### config.mk
export PLATFORM = sky130hd
export DESIGN_NAME = pixclk_postscaler
export DESIGN_NICKNAME = d
export VERILOG_FILES = /design/src/rtl/pixclk_pkg.sv /design/src/rtl/pixclk_regs.sv /design/src/rtl/pixclk_scaler.sv /design/src/rtl/pixclk_div.sv /design/src/rtl/pixclk_postscaler.sv
export SDC_FILE = /design/constraint.sdc
export NUM_CORES = 1
export LEC_CHECK = 0
export CAP_MARGIN = 20
export CORE_UTILIZATION = 40
export CTS_CLUSTER_DIAMETER = 40
export DETAILED_ROUTE_END_ITERATION = 8
export MAX_ROUTING_LAYER = met4
export SLEW_MARGIN = 20
export SYNTH_ARGS = -nofsm -noshare
export SYNTH_HDL_FRONTEND = slang
export SYNTH_HIERARCHICAL = 1
export SYNTH_SLANG_ARGS = --single-unit
### constraint.sdc
create_clock -name clk -period 9.57 [get_ports clk]
set_input_delay 0.957 -clock clk [delete_from_list [all_inputs] [get_ports clk]]
set_output_delay 0.957 -clock clk [all_outputs]
set_load 0.02 [all_outputs]
### src/rtl/pixclk_pkg.sv
`timescale 1ns/1ps
package pixclk_pkg;

  typedef enum logic [1:0] {
    MODE_PASS    = 2'b00,
    MODE_HALF    = 2'b01,
    MODE_QUARTER = 2'b10,
    MODE_AUX     = 2'b11
  } scale_mode_e;

  // Control word layout: the field order sets the bit positions.
  typedef struct packed {
    logic        ref_sel;   // bit 6
    logic        jam;       // bit 5
    logic        blank;     // bit 4
    logic        aux_load;  // bit 3
    logic        aux_pix;   // bit 2
    scale_mode_e mode;      // bits 1:0
  } ctrl_t;

  localparam int CTRL_W  = $bits(ctrl_t);
  localparam int ADDR_W  = 2;
  localparam int PHASE_W = 3;  // wraps every 8 ticks: one divide-by-4 period

  localparam logic [ADDR_W-1:0] ADDR_CTRL = 2'd0;
  localparam logic [ADDR_W-1:0] ADDR_N1   = 2'd1;
  localparam logic [ADDR_W-1:0] ADDR_N2   = 2'd2;

endpackage

### src/rtl/pixclk_regs.sv
`timescale 1ns/1ps
module pixclk_regs
  import pixclk_pkg::*;
#(
  parameter int DIV_W = 8
) (
  input  logic              clk,
  input  logic              rst_n,
  input  logic              wr_en,
  input  logic [ADDR_W-1:0] wr_addr,
  input  logic [DIV_W-1:0]  wr_data,
  output ctrl_t             ctrl_q,
  output logic [DIV_W-1:0]  n1_q,
  output logic [DIV_W-1:0]  n2_q
);

  always_ff @(posedge clk or negedge rst_n) begin
    if (!rst_n) begin
      ctrl_q <= '0;
      n1_q   <= '0;
      n2_q   <= '0;
    end else if (wr_en) begin
      case (wr_addr)
        ADDR_CTRL: ctrl_q <= ctrl_t'(wr_data[CTRL_W-1:0]);
        ADDR_N1:   n1_q   <= wr_data;
        ADDR_N2:   n2_q   <= wr_data;
        default:   ;
      endcase
    end
  end

endmodule

### src/rtl/pixclk_scaler.sv
`timescale 1ns/1ps
module pixclk_scaler
  import pixclk_pkg::*;
(
  input  logic               clk,
  input  logic               rst_n,
  input  logic               tick,
  input  logic               jam,
  input  scale_mode_e        req_mode,
  output logic               pix,
  output logic               pix_fall,
  output scale_mode_e        act_mode,
  output logic [PHASE_W-1:0] phase
);

  logic [PHASE_W-1:0] phase_nxt;
  logic               pix_nxt;

  // Each scale mode taps one bit of the tick phase counter.
  always_comb begin
    phase_nxt = phase + 1'b1;
    case (act_mode)
      MODE_PASS:    pix_nxt = phase_nxt[0];
      MODE_HALF:    pix_nxt = phase_nxt[1];
      MODE_QUARTER: pix_nxt = phase_nxt[2];
      default:      pix_nxt = 1'b0;
    endcase
  end

  assign pix_fall = tick & ~jam & pix & ~pix_nxt;

  always_ff @(posedge clk or negedge rst_n) begin
    if (!rst_n) begin
      phase    <= '0;
      pix      <= 1'b0;
      act_mode <= MODE_PASS;
    end else if (jam) begin
      phase    <= '0;
      pix      <= 1'b0;
      act_mode <= req_mode;
    end else if (tick) begin
      phase <= phase_nxt;
      pix   <= pix_nxt;
      // At the wrap every tap is low, so swapping modes here is glitch free.
      if (phase_nxt == '0) act_mode <= req_mode;
    end
  end

endmodule

### src/rtl/pixclk_div.sv
`timescale 1ns/1ps
module pixclk_div #(
  parameter int W = 8
) (
  input  logic         clk,
  input  logic         rst_n,
  input  logic         clr,
  input  logic         step,
  input  logic [W-1:0] ratio,
  output logic         pulse
);

  localparam logic [W-1:0] MIN_RATIO = W'(2);

  logic [W-1:0] eff;
  logic [W-1:0] last;
  logic [W-1:0] cnt;
  logic [W-1:0] cnt_nxt;

  always_comb begin
    eff     = (ratio < MIN_RATIO) ? MIN_RATIO : ratio;
    last    = eff - 1'b1;
    // ">=" also recovers when the ratio shrinks below the current count.
    cnt_nxt = (cnt >= last) ? '0 : cnt + 1'b1;
  end

  always_ff @(posedge clk or negedge rst_n) begin
    if (!rst_n) begin
      cnt   <= '0;
      pulse <= 1'b0;
    end else if (clr) begin
      cnt   <= '0;
      pulse <= 1'b0;
    end else if (step) begin
      cnt   <= cnt_nxt;
      pulse <= (cnt_nxt == last);
    end
  end

endmodule

### src/rtl/pixclk_postscaler.sv
`timescale 1ns/1ps
module pixclk_postscaler
  import pixclk_pkg::*;
#(
  parameter int DIV_W = 8
) (
  input  logic              clk,
  input  logic              rst_n,
  input  logic              pll_tick,
  input  logic              ref_tick,
  input  logic              wr_en,
  input  logic [1:0]        wr_addr,
  input  logic [DIV_W-1:0]  wr_data,
  output logic              clk_p,
  output logic              clk_n,
  output logic              load,
  output logic              n2_out
);

  ctrl_t              ctrl_q;
  logic [DIV_W-1:0]   n1_ratio;
  logic [DIV_W-1:0]   n2_ratio;
  logic               src_tick;
  logic               pix;
  logic               pix_fall;
  scale_mode_e        act_mode;
  logic [PHASE_W-1:0] phase;
  logic               n1_pulse;
  logic               load_d;
  logic               load_rise;
  logic               held_q;
  logic               aux_act;
  logic               pix_sel;

  pixclk_regs #(.DIV_W(DIV_W)) u_regs (
    .clk     (clk),
    .rst_n   (rst_n),
    .wr_en   (wr_en),
    .wr_addr (wr_addr),
    .wr_data (wr_data),
    .ctrl_q  (ctrl_q),
    .n1_q    (n1_ratio),
    .n2_q    (n2_ratio)
  );

  assign src_tick = ctrl_q.ref_sel ? ref_tick : pll_tick;

  pixclk_scaler u_scaler (
    .clk      (clk),
    .rst_n    (rst_n),
    .tick     (src_tick),
    .jam      (ctrl_q.jam),
    .req_mode (ctrl_q.mode),
    .pix      (pix),
    .pix_fall (pix_fall),
    .act_mode (act_mode),
    .phase    (phase)
  );

  pixclk_div #(.W(DIV_W)) u_div_n1 (
    .clk   (clk),
    .rst_n (rst_n),
    .clr   (ctrl_q.jam),
    .step  (pix_fall),
    .ratio (n1_ratio),
    .pulse (n1_pulse)
  );

  assign aux_act   = (act_mode == MODE_AUX);
  assign load      = aux_act ? ctrl_q.aux_load : n1_pulse;
  assign pix_sel   = aux_act ? ctrl_q.aux_pix  : pix;
  assign load_rise = load & ~load_d;

  pixclk_div #(.W(DIV_W)) u_div_n2 (
    .clk   (clk),
    .rst_n (rst_n),
    .clr   (ctrl_q.jam),
    .step  (load_rise),
    .ratio (n2_ratio),
    .pulse (n2_out)
  );

  always_ff @(posedge clk or negedge rst_n) begin
    if (!rst_n) begin
      load_d <= 1'b0;
      held_q <= 1'b0;
    end else begin
      load_d <= load;
      if (ctrl_q.blank)   held_q <= 1'b1;
      else if (load_rise) held_q <= 1'b0;
    end
  end

  assign clk_p = held_q | pix_sel;
  assign clk_n = ~held_q & ~pix_sel;

endmodule

==> summary.txt, run 1 <==
Route
  – DR vias: 2748
  – DRC violations left: 0
  – Pre-antenna DRT Iters: 5
  – Routed wire length: approximately 7800 um
  – Drt initial violations: slightly below 200
  – Post-DR vias/cell: ~5.6
  – Routed Antenna Nets: 0
  – Post-DR wirelength/cell: approximately 16 um

Clock tree
  – H-Tree Depth: 2
  – Clk slew on worst S/H paths: 110 ps
  – Clock Path Buffers: 2
  – Root buffer cell: clkbuf_8
  – TritonCTS Buffers: 5
  – Post-CTS Resized: 0
  – Clk Latency, worst-skew pair: between 300 and 400 ps
  – Post-CTS setup buffer count: 0
  – CTS sink cnt: ~50
  – TritonCTS clock tree: done
  – Hold_buf cts: 0

Power and ir drop
  – Max VDD drop: around 65 uV
  – Pwr per Cell Area: around 170 nW/um2
  – Static Leak: roughly 1.6 nW

Critical path
  – Crit path launch: u_regs/n1_q[4]
  – Worst EP arrival: 4410 ps
  – Reg2reg start: u_regs/n1_q[4]
  – CP endpoint kind: flip-flop
  – CP required: 9750 ps
  – Critical Path Source Type: flip-flop
  – Critical setup path kind: reg -> reg
  – CP max FO: 9

Placement
  – Gpl congestion: between 0.8 and 0.9
  – Number of port buffers: 18
  – Final HPWL DP: around 5900 um
  – Placement Cell Area: roughly 3800 um2

Run
  – Maxcap violations: 0

STA
  – FMAX: 236 MHz
  – Final min period: 4230 ps
  – Final setup fails: 0
  – RSZ-0062 raised after global routing: false
  – Final period utilization: 44.3%
  – Slew margin rel.: between 40% and 50%
  – Worst hold slack: between 400 and 500 ps
  – Worst-Margin Slew: 846 ps
  – Slew Viols, Final: 0
  – Setup TNS: 0 ps
  – Setup Skew: around 11 ps
  – Hold Fails Final Rpt: 0

Cells and area
  – Multi-input logic area: roughly 2200 um2
  – Area grow syn2layout: 12.0%
  – # diodes: 0
  – NumNets Final: about 420
  – Post-route cell area: between 3000 and 4000 um2
  – Fillers: slightly below 800
  – Layout cell share with drive strength beyond 1: ~18%
  – Register area: between 1000 and 1500 um2

Floorplanning
  – Starting Density: 41.6%
  – Core Region: between 8000 and 9000 um2
  – Row Count: 33
  – Die Span Y: ~95 um
  – Die area: between 9000 and 10000 um2
  – # IOs: 19
  – Die Wd: approximately 95 um

Logic synthesis
  – Synth cell count leaders: 49 x dfrtp_1, 40 x nand2_1, 25 x mux2_2, 25 x nor2_1
  – Synth area leaders: dfrtp_1 35%, mux2_2 8.1%, ha_1 8.0%, nand2_1 4.3%, o21ai_0 3.2%
  – Count leader, synth: dfrtp_1
  – Yosys cell types: 54
  – Post-Syn Nets: approximately 390
  – Post-synth EDFFs: 0
  – FF+latch count, synth: between 40 and 50
  – Synth Cell Area: roughly 3500 um2
  – Seq/Total Area, Yosys: a little over a third
  – Ys async rst share: 100%
  – Synth Warn #: 6
  – Cell taking the most area after synthesis: dfrtp_1
  – Synth Instances: 356
  – Synth Flop Type: dfrtp_1
  – Post-synth top area share: a little over a third
  – Mapped Avg Cell Area: ~9.7 um2

Hold path
  – Hold path start: u_regs/ctrl_q[4]
  – Hold crit path type: reg -> reg

Global route
  – Total grt overflow: 0
  – GR Util met3: approximately 2.7%
  – Vias in the first global route: 2655
  – First-pass GRT wire length: 13300 um
  – Initial antenna violation count: 0
  – Met2 global-route usage: 28.2%
  – Most utilized layer in the global route result: met1
  – Largest net degree at the start of global routing: 50
  – Total GRT Usage: 19.6%
  – Met1 usage: between 20% and 30%

Status
  – Outcome: complete, no violations
-- where the power goes --
group,switching (mW),leakage (nW),internal [mW]
logic,0.121,0.924,0.109
registers,0.0430,0.624,0.238
clock network,0.0784,0.0506,0.0548
-- cell type report --
type                            instances  area share (%)
Timing Repair Buffer                   21            5.11
Multi-Input combinational cell        292            56.1
Sequential cell                        49            31.7
Clock buffer                            5            1.78
Clock inverter                          3           0.744
Inverter                               12            1.16
Tap cell                              105            3.39
-- metal layers --
| layer | part of all wire, % | wire length, um |
|---|---|---|
| met5 | 0 | 0 |
| met4 | 0.47 | 37 |
| met3 | 3.7 | 293 |
| met2 | 42 | 3270 |
| met1 | 54 | 4230 |
-- state kept, by name, summed over array words and instances (netlist names) --
register           count
held_q                 1
load_d                 1
u_div_n1/cnt           8
u_div_n1/pulse         1
u_div_n2/cnt           8
u_div_n2/pulse         1
u_regs/ctrl_q          7
u_regs/n1_q            8
u_regs/n2_q            8
u_scaler/act_mode      2
u_scaler/phase         3
u_scaler/pix           1
-- placed cells by master, fill, tap and decap left out, types with 4 or more instances in the layout --
cell type / count
mux2_2: 25
nand2_1: 40
nor3_1: 4
a21oi_1: 16
xnor2_1: 11
clkdlybuf4s50_1: 17
nor3b_1: 4
xor2_1: 5
nand3_1: 14
mux2i_1: 5
nor4_1: 7
or3_1: 6
o21a_1: 4
clkbuf_8: 5
o21ai_0: 22
inv_1: 12
a31oi_1: 5
a22oi_1: 4
dfrtp_1: 49
ha_1: 22
a211oi_1: 9
nor2_1: 25
or4_4: 4
o41ai_2: 4
-- worst paths after layout --
check                      depth (start not counted)  slack (ps)         endpoint
setup / recovery                                  14        5340   u_div_n1/pulse
hold reg to reg                                    1         490           held_q
min in group asynchronous                          2         730   u_regs/n1_q[2]
hold / removal                                     1         490           held_q
setup reg to reg                                  14        5340   u_div_n1/pulse
max in group asynchronous                          2        8390  u_div_n2/cnt[2]
-- logic make-up (layout without fill, tap and decap cells) --
logic type | after synthesis | count (layout) | share of synthesized area [%]
and+or+nand+nor | 129 | 129 | 20.1
muxes | 32 | 32 | 10.5
xor gates and xnor gates | 17 | 17 | 4.53
adders and majority gates | 22 | 22 | 7.97
AOI/OAI and AO/OA | 92 | 92 | 19.8
buffers and inverters | 15 | 41 | 1.67
DFF | 49 | 49 | 35.5
-- through the flow --
stage               setup WS, ps  cells  util [%]  total power, mW
floorplan                   6170    356         -            0.445
global placement            5530    479      45.5            0.510
detailed placement          5440    479      45.5            0.513
CTS                         5410    487      46.6            0.650
global route                5010    487      46.6            0.694
finish                      5340    487      46.6            0.644
-- critical path, stage by stage (launching register included) --
cell	delay, ps
dfrtp_1	470
nor4_1	480
nand2_1	110
o21ai_0	470
ha_1	320
nor3b_1	250
xor2_1	250
inv_1	100
ha_1	180
a21oi_1	150
o21ai_0	120
a31oi_1	650
a211oi_1	160
a211oi_1	320
a311oi_1	80
No activity file was read; power rests on OpenSTA's default activity.
==> inputs of run 2 (changes only) <==
clock period = 3.7 ns   (was 9.57 ns; I/O delays follow)
==> summary.txt, run 2 (synthesized netlist as in run 1, its figures left out) <==
Global route
  – Largest net degree at the start of global routing: 29
  – First-pass GRT wire length: approximately 14000 um
  – Total GRT Usage: 20.2%
  – Initial antenna violation count: 0
  – Vias in the first global route: roughly 2700
  – Total grt overflow: 0

Placement
  – Gpl congestion: 0.853
  – Placed cells: just under 500
  – Final HPWL DP: slightly above 6000 um
  – Number of port buffers: 18
  – Placement Cell Area: about 3800 um2

Critical path
  – Reg-to-reg setup timing slack: ~350 ps
  – CP endpoint kind: flip-flop
  – Reg2reg start: u_regs/n1_q[4]
  – Buffers and inverters on the worst path: 2
  – CP required: about 3900 ps
  – FF-to-FF End: u_div_n1/pulse
  – Worst path slowest cell: dfrtp_1
  – Critical Path Max Stage Delay: around 480 ps
  – Critical setup path kind: reg -> reg
  – CP Depth: 15
  – R2R depth: 15
  – Worst EP arrival: approximately 3500 ps
  – CP max FO: 9
  – Worst path cell trace: nor4_4, nand2_1, o21ai_1, ha_2, nor3b_1, xor2_1, inv_1, ha_1, a21oi_1, o21ai_0, a31oi_1, buf_4, a41o_1, a31oi_1, a311oi_1
  – Crit path max-delay family: compound AO/OA/AOI/OAI gates
  – Critical Path Source Type: flip-flop
  – Most frequent cell on the critical path: a31oi_1

Route
  – Routed wire length: slightly above 8000 um
  – DR vias: 2844
  – Drt initial violations: 177
  – DRC violations left: 0
  – Post-DR vias/cell: roughly 5.8
  – Post-DR wirelength/cell: ~16 um
  – Routed Antenna Nets: 0
  – Pre-antenna DRT Iters: 5

Cells and area
  – # diodes: 0
  – Final Util: 47.3%
  – Fillers: between 700 and 800
  – Layout cell share with drive strength beyond 1: between 10% and 20%
  – Most frequent cells in the layout: 49 x dfrtp_1, 40 x nand2_1, 25 x mux2_2
  – Post-route cell area: 3930 um2
  – NumNets Final: roughly 420
  – Most common cell after layout, fill and taps aside: dfrtp_1
  – Final std cells w/o fill: approximately 490
  – Area grow syn2layout: 13.6%

Clock tree
  – Root buffer cell: clkbuf_8
  – H-Tree Depth: 2
  – TritonCTS clock tree: done
  – Clock Path Buffers: 2
  – Clk Latency, worst-skew pair: about 300 ps
  – Clk slew on worst S/H paths: roughly 90 ps
  – CTS sink cnt: 49
  – Hold_buf cts: 0
  – TritonCTS Buffers: 5

STA
  – Final setup fails: 0
  – Worst hold slack: ~70 ps
  – Hold Fails Final Rpt: 0
  – Worst-Margin Slew: ~630 ps
  – Setup Skew: between 7 and 8 ps
  – FMAX: approximately 300 MHz
  – Final period utilization: 90.5%
  – Slew Viols, Final: 0
  – RSZ-0062 raised after global routing: false
  – Setup TNS: 0 ps
  – Final min period: around 3300 ps
  – Slew margin rel.: between 50% and 60%

Floorplanning
  – Row Count: 33
  – Die Span Y: 95.0 um
  – # IOs: 19
  – Core Region: roughly 8300 um2
  – Die Wd: 95.0 um
  – Starting Density: between 40% and 50%
  – Die area: 9020 um2

Power and ir drop
  – Pwr per Cell Area: roughly 430 nW/um2
  – Max VDD drop: between 200 and 250 uV
  – Static Leak: between 1.5 and 2 nW

Status
  – Outcome: complete, no violations

Hold path
  – Hold crit path type: in -> async

Run
  – Maxcap violations: 0
## run 2: changes by cell type in the layout (fill, tap and decap cells not counted), sizes merged
cell / delta
buf: +5
clkinvlp: +3
inv: -2
clkinv: -1
## run 2: worst max path at each step
| stage | start | to | slack, ps |
|---|---|---|---|
| floorplan | u_regs/n1_q[4] | u_div_n1/pulse | 300 |
| global placement | u_regs/n1_q[4] | u_div_n1/cnt[2] | 270 |
| detailed placement | u_regs/n1_q[4] | u_div_n1/cnt[2] | 230 |
| CTS | u_regs/n1_q[4] | u_div_n1/cnt[2] | 160 |
| global route | u_regs/n1_q[4] | u_div_n1/pulse | 10 |
| finish | u_regs/n1_q[4] | u_div_n1/pulse | 350 |
## run 2: power by group
group,switching (mW),internal (mW)
clock network,0.189,0.133
logic,0.322,0.296
registers,0.117,0.616
total,0.627,1.04
## run 2: layout make-up
| class | count | area [um2] | area share [%] |
|---|---|---|---|
| Tap cell | 105 | 131 | 3.35 |
| Clock buffer | 5 | 68.8 | 1.75 |
| Multi-Input combinational cell | 292 | 2200 | 56.0 |
| Inverter | 12 | 45.0 | 1.15 |
| Sequential cell | 49 | 1230 | 31.2 |
| Clock inverter | 3 | 22.5 | 0.573 |
| Timing Repair Buffer | 26 | 235 | 5.99 |
## run 2: worst reg2reg max path, stage by stage (launching register included)
cell      delay (ps)
dfrtp_1          480
nor4_4           360
nand2_1           90
o21ai_1          180
ha_2             240
nor3b_1          230
xor2_1           290
inv_1            100
ha_1             190
a21oi_1          130
o21ai_0          120
a31oi_1          160
buf_4            190
a41o_1           110
a31oi_1           90
a311oi_1         280
## run 2: what timing repair did
action	CTS	global route
buffers inserted	0	1
gates resized for setup	0	7
endpoints found under the hold margin	0	0
setup endpoints to repair	0	14
## run 2: metrics by stage
stage                     worst slack [ps]  total power, mW
after floorplan                        298             1.15
after global placement                 270             1.33
after detailed placement               233             1.34
after CTS                              157             1.67
after global routing                  14.7             1.80
final                                  351             1.67
## run 2: metal layers
| layer | vias up | part of all wire (%) | track usage [%] |
|---|---|---|---|
| met4 | 0 | 0.99 | 4.80 |
| met1 | 1360 | 51 | 29.5 |
| met5 | - | 0 | - |
| met2 | 72 | 43 | 28.8 |
| met3 | 12 | 5.3 | 3.38 |
| li1 | 1400 | - | - |
==> inputs of run 3 (changes only) <==
CTS_BUF_LIST = sky130_fd_sc_hd__clkbuf_4 sky130_fd_sc_hd__clkbuf_8   (was unset)
CTS_CLUSTER_DIAMETER = 150   (was 40)
==> results of run 3 <==
Same layout as run 2: the final DEF is identical, and so are final timing and power.
